==> src/rtl/tgate_sched.sv <==
`timescale 1ns/1ps
module tgate_sched #(
  parameter int NG      = 8,
  parameter int MAX_LEN = 8,
  parameter int IVW     = 32
) (
  input  logic          clk,
  input  logic          rst_n,
  input  logic [63:0]   now,
  input  logic          lt_active,
  input  logic          reg_we,
  input  logic [2:0]    reg_addr,
  input  logic [31:0]   reg_wdata,
  input  logic          ent_we,
  input  logic [2:0]    ent_idx,
  input  logic [NG-1:0] ent_mask,
  input  logic [IVW-1:0] ent_ivl,
  output logic [7:0]    cap_max_len,
  output logic [NG-1:0] gate_open,
  output logic          gate_on,
  output logic          cfg_busy,
  output logic          cfg_rej
);
  localparam int IXW = (MAX_LEN > 1) ? $clog2(MAX_LEN) : 1;

  logic [63:0] a_base;
  logic [31:0] a_ct, a_cte;
  logic [NG-1:0]  a_mask [MAX_LEN];
  logic [IVW-1:0] a_ivl  [MAX_LEN];
  logic [NG-1:0]  o_mask [MAX_LEN];
  logic [IVW-1:0] o_ivl  [MAX_LEN];

  logic        p_valid, p_aligned;
  logic [63:0] p_start;
  logic [31:0] p_ct, p_cte;
  logic [7:0]  p_len;

  logic        run, started;
  logic [7:0]  o_len;
  logic [31:0] o_ct;
  logic [IXW-1:0] idx;
  logic [63:0] cur_start, ent_end, cyc_end;
  logic [NG-1:0] gate;

  wire       ctl_wr  = reg_we && reg_addr == 3'd4;
  wire [7:0] req_len = reg_wdata[15:8];
  wire       dis     = ctl_wr && !reg_wdata[0];
  wire       commit  = ctl_wr && reg_wdata[0] && !lt_active && req_len <= 8'(MAX_LEN);

  wire        p_ready  = p_valid && p_aligned;
  wire        at_bound = run && started && o_ct != 32'd0 && now >= cyc_end;
  wire        near     = (p_start <= cyc_end) || ((p_start - cyc_end) <= {32'd0, p_cte});
  wire        sw_idle  = !run && p_ready;
  wire        sw_bound = at_bound && p_ready && near;
  wire        do_sw    = (sw_idle || sw_bound) && !commit && !dis;
  wire [63:0] sw_at    = (sw_idle || p_start > cyc_end) ? p_start : cyc_end;
  wire [7:0]  idx_n    = 8'(idx) + 8'd1;
  wire [IXW-1:0] idx_nx = IXW'(idx_n);

  assign cap_max_len = 8'(MAX_LEN);
  assign gate_open   = gate;
  assign gate_on     = run | p_valid;

  always_ff @(posedge clk) begin
    if (reg_we && reg_addr == 3'd0) a_base[31:0]  <= reg_wdata;
    if (reg_we && reg_addr == 3'd1) a_base[63:32] <= reg_wdata;
    if (reg_we && reg_addr == 3'd2) a_ct  <= reg_wdata;
    if (reg_we && reg_addr == 3'd3) a_cte <= reg_wdata;
    if (ent_we) begin
      a_mask[IXW'(ent_idx)] <= ent_mask;
      a_ivl[IXW'(ent_idx)]  <= ent_ivl;
    end
    if (do_sw)
      for (int i = 0; i < MAX_LEN; i++) begin
        o_mask[i] <= a_mask[i];
        o_ivl[i]  <= a_ivl[i];
      end
  end

  always_ff @(posedge clk) begin
    if (!rst_n) begin
      cfg_busy  <= 1'b0;
      cfg_rej   <= 1'b0;
      p_valid   <= 1'b0;
      p_aligned <= 1'b0;
      p_start   <= '0;
      p_ct      <= '0;
      p_cte     <= '0;
      p_len     <= '0;
      run       <= 1'b0;
      started   <= 1'b0;
      o_len     <= '0;
      o_ct      <= '0;
      idx       <= '0;
      cur_start <= '0;
      ent_end   <= '0;
      cyc_end   <= '0;
      gate      <= '1;
    end else begin
      cfg_busy <= ctl_wr && reg_wdata[0] && lt_active;
      cfg_rej  <= ctl_wr && reg_wdata[0] && !lt_active && req_len > 8'(MAX_LEN);
      if (dis) begin
        run     <= 1'b0;
        started <= 1'b0;
        p_valid <= 1'b0;
        gate    <= '1;
      end else begin
        if (commit) begin
          p_valid   <= 1'b1;
          p_aligned <= 1'b0;
          p_start   <= (a_base == 64'd0) ? now : a_base;
          p_ct      <= a_ct;
          p_cte     <= a_cte;
          p_len     <= req_len;
        end else if (p_valid && !p_aligned) begin
          if (p_ct != 32'd0 && p_start < now) p_start <= p_start + {32'd0, p_ct};
          else p_aligned <= 1'b1;
        end

        if (do_sw) begin
          p_valid   <= 1'b0;
          run       <= 1'b1;
          started   <= 1'b0;
          cur_start <= sw_at;
          o_len     <= p_len;
          o_ct      <= p_ct;
        end else if (at_bound) begin
          cur_start <= cyc_end;
          started   <= 1'b0;
        end else if (run && !started && now >= cur_start) begin
          started <= 1'b1;
          idx     <= '0;
          cyc_end <= cur_start + {32'd0, o_ct};
          ent_end <= cur_start + 64'(o_ivl[0]);
          gate    <= (o_len != 8'd0) ? o_mask[0] : '1;
        end else if (run && started && idx_n < o_len && now >= ent_end) begin
          idx     <= idx_nx;
          gate    <= o_mask[idx_nx];
          ent_end <= ent_end + 64'(o_ivl[idx_nx]);
        end
      end
    end
  end
endmodule

==> config.mk <==
export PLATFORM = sky130hd
export DESIGN_NAME = tgate_sched
export DESIGN_NICKNAME = d
export VERILOG_FILES = /design/src/rtl/tgate_sched.sv
export SDC_FILE = /design/constraint.sdc
export NUM_CORES = 2
export LEC_CHECK = 0
export BUFFER_PORTS_ARGS = -buffer_cell sky130_fd_sc_hd__buf_2
export CORE_ASPECT_RATIO = 0.75
export CORE_UTILIZATION = 57
export DETAILED_ROUTE_END_ITERATION = 10
export HOLD_SLACK_MARGIN = 0.03
export PLACE_DENSITY_LB_ADDON = 0.08
export SYNTH_ARGS = -nofsm -noshare
export SYNTH_HDL_FRONTEND = slang
export SYNTH_SLANG_ARGS = --single-unit
==> constraint.sdc <==
create_clock -name clk -period 11 [get_ports clk]
set_input_delay 1.1 -clock clk [delete_from_list [all_inputs] [get_ports clk]]
set_output_delay 1.1 -clock clk [all_outputs]
set_load 0.1 [all_outputs]
==> results.yml <==
critical_path:
  critical_path_class: "reg -> reg"
  r2r_slack_ns: 2.61
  rr_startpoint: "cyc_end[2]$_SDFFE_PN0P_"
  cp_top_family: "compound AO/OA/AOI/OAI gates"
  startpoint_type: "flip-flop"
  crit_buf_inv: 5
  r2r_cells: 25
  crit_path_end_kind: "flip-flop"
  cp.required_ns: 11.39
  cpPeakStageDelay_ns: 0.69
  arrival_ns: 8.78
  slowest_stage: "clkinvlp_4"
  worstPathMaxFanout: 114
  reg2reg_to: "o_ivl[5][19]$_DFFE_PN_"
cts:
  cts_tree: "yes"
  post_cts_buffers: 0
  hold_buffers: 0
  cts-buffers-inserted: 108
  clock-sinks: 1153
  root_buffer: "clkbuf_16"
  cts_buffer_depth: 3
  h-tree-depth: 3
  clk_pin_slew_worst_paths_ns: 0.07
  clock_latency_ns: 0.77
  ctsResizeCount: 0
cells_and_area:
  drive_gt1_frac: 0.08939
  stdcell_count: 7328
  area_delta_synth_final_pct: 9.717
  final_nets: 6450
  layout_commonest_cell: "edfxtp_1"
  final_cell_mix: "edfxtp_1, nand2_1, a21oi_1"
  fillers: 8555
status:
  status: "complete, no violations"
global_routing:
  grt.overflow.total: 0
  grt_max_degree: 115
  antenna_found_initial: 12
  grtUsageTotal: 0.3491
  first_global_vias: 43420
  grt_pass1_wl_um: 282500
synth:
  synth_area_um2: 61030
  synth_edf_count: 768
  ys_seq_area_frac: 0.5041
  yosys_warnings: 0
  ys_ff_latch: 1153
  synthArstFlopShare: 0
  ys_types: 86
  syn_avg_cell_area_um2: 10.65
  synth_flop_cell: "edfxtp_1"
  postSynthCellCount: 5730
detailed_routing:
  drt_iter0_markers: 4990
  ant_nets: 0
  vias_per_cell: 6.370
  routed_wl_um: 192100
  drt-wirelength-per-cell_um: 26.22
  drt-pass1-iter-count: 5
  vias: 46680
  drc: 0
sta:
  setup_viol: 0
  post-route-min-period_ns: 8.389
  maxSlewViolCount: 0
  hold_viol: 0
  rsz0062_at_grt: "no"
  skew_ns: 0.06571
  slew_headroom: 0.09726
  worst_pin_slew_ns: 1.351
  fin_setup_tns_ns: 0
  fmax_mhz: 119.2
  finalCritPeriodShare: 0.7626
floorplan:
  die_area_um2: 108400
  die_h_um: 285.4
  core-area_um2: 105700
  num_rows: 103
  pin_count: 166
  die_w_um: 379.8
  initial_utilization: 0.5776
power:
  peakVddDrop_uv: 150.3
  leakage_nw: 25.82
  power.density_nw_per_um2: 133.0
placement:
  port-buffer-count: 157
  gp_congestion: 1.062
  place_hpwl_um: 144900
  dp_cells: 7122
flow_run:
  max_cap_viol_count: 0
hold_path:
  hold_start: "a_ivl[6][20]$_DFFE_PP_"
  hold_class: "reg -> reg"
  hold_depth: 0
  hold_end: "o_ivl[6][20]$_DFFE_PN_"
==> Yosys cell counts (all sizes together) (13+ instances only) <==
cell	number	area [um2]
a211oi	154	1161
a21boi	13	97.59
a21o	182	1366
a21oi	545	2728
a311oi	25	219.0
a31oi	26	162.7
and2	20	125.1
and3	49	306.5
and4	15	131.4
buf	37	221.5
clkbuf	212	795.8
dfxtp	385	7707
edfxtp	768	23060
ha	483	6043
inv	362	1359
mux2i	118	1181
mux4	80	1802
nand2	565	2121
nand2b	52	325.3
nand3	104	520.5
nand4	129	807.0
nor2	282	1061
nor2b	45	281.5
nor3	100	500.5
nor4	75	481.7
o211ai	32	240.2
o21a	34	255.2
o21ai	334	1672
o21bai	22	165.2
o31a	24	210.2
o31ai	20	155.1
or2	14	87.59
or3	44	275.3
xnor2	152	1331
xor2	58	508.0
==> report_power, final <==
| group | internal, mW | total, mW | leakage (nW) | switching, mW |
|---|---|---|---|---|
| logic | 0.0968 | 0.334 | 14.0 | 0.237 |
| registers | 4.66 | 4.69 | 10.0 | 0.0296 |
| clock network | 2.14 | 3.88 | 1.76 | 1.74 |
| total | 6.90 | 8.91 | 25.8 | 2.01 |
==> metrics by stage <==
step / hold WS (ns) / power, mW / utilization / area (um2) / worst slack, ns
2_1_floorplan: 0.4003 / 4.934 / - / 61060 / 1.289
3_3_place_gp: 0.4006 / 5.103 / 0.5988 / 63280 / 3.245
3_5_place_dp: 0.4045 / 5.111 / 0.5988 / 63280 / 3.099
4_1_cts: 0.3699 / 8.937 / 0.6336 / 66950 / 3.038
5_1_grt: 0.3866 / 9.135 / 0.6336 / 66950 / 2.443
6_report: 0.3744 / 8.906 / 0.6337 / 66960 / 2.611
==> flip-flops by register name, indices dropped and copies added, names as in the netlist, 64 cells and up <==
name and flops:
cyc_end 64, a_base 64, o_mask 64, cur_start 64, ent_end 64, p_start 64, a_ivl 256, a_mask 64
o_ivl 256
==> metal layers <==
layer / up-vias / part of all wire / global-route usage
li1: 21560 / - / -
met1: 22840 / 0.45 / 0.5164
met2: 1977 / 0.43 / 0.5189
met3: 298 / 0.086 / 0.06667
met4: 4 / 0.031 / 0.1081
met5: - / 0.00014 / 0
==> worst max path at each step <==
stage | startpoint | to | slack, ns | depth (start not counted)
2_1_floorplan | cyc_end[12]$_SDFFE_PN0P_ | o_ivl[0][0]$_DFFE_PN_ | 1.29 | 25
3_3_place_gp | cyc_end[2]$_SDFFE_PN0P_ | o_ivl[4][26]$_DFFE_PN_ | 3.24 | 25
3_5_place_dp | cyc_end[2]$_SDFFE_PN0P_ | o_ivl[7][28]$_DFFE_PN_ | 3.10 | 25
4_1_cts | cyc_end[2]$_SDFFE_PN0P_ | o_ivl[0][19]$_DFFE_PN_ | 3.04 | 25
5_1_grt | cyc_end[19]$_SDFFE_PN0P_ | o_ivl[0][19]$_DFFE_PN_ | 2.44 | 24
6_report | cyc_end[2]$_SDFFE_PN0P_ | o_ivl[5][19]$_DFFE_PN_ | 2.61 | 25
==> cells by family after synthesis <==
logic type	share of synthesized area
compound gates	0.1572
xor+xnor	0.03014
fa+ha+maj	0.1007
buf+inv	0.03893
flops	0.5041
mux	0.04887
other cells	0.0001230
simple gates	0.1199
==> area by class of cell <==
cell class / instances / area [um2] / share of cell area
flip-flops and latches: 1153 / 30770 / 0.4595
multi-input cells: 3972 / 28090 / 0.4195
clock buffers: 143 / 2925 / 0.04368
well taps: 1417 / 1773 / 0.02648
inverters: 362 / 1370 / 0.02046
repair buffers: 218 / 1271 / 0.01898
clock inverters: 59 / 747.0 / 0.01115
diodes: 4 / 10.01 / 0.0001495
Note: power is estimated with default switching activity, not from simulation.
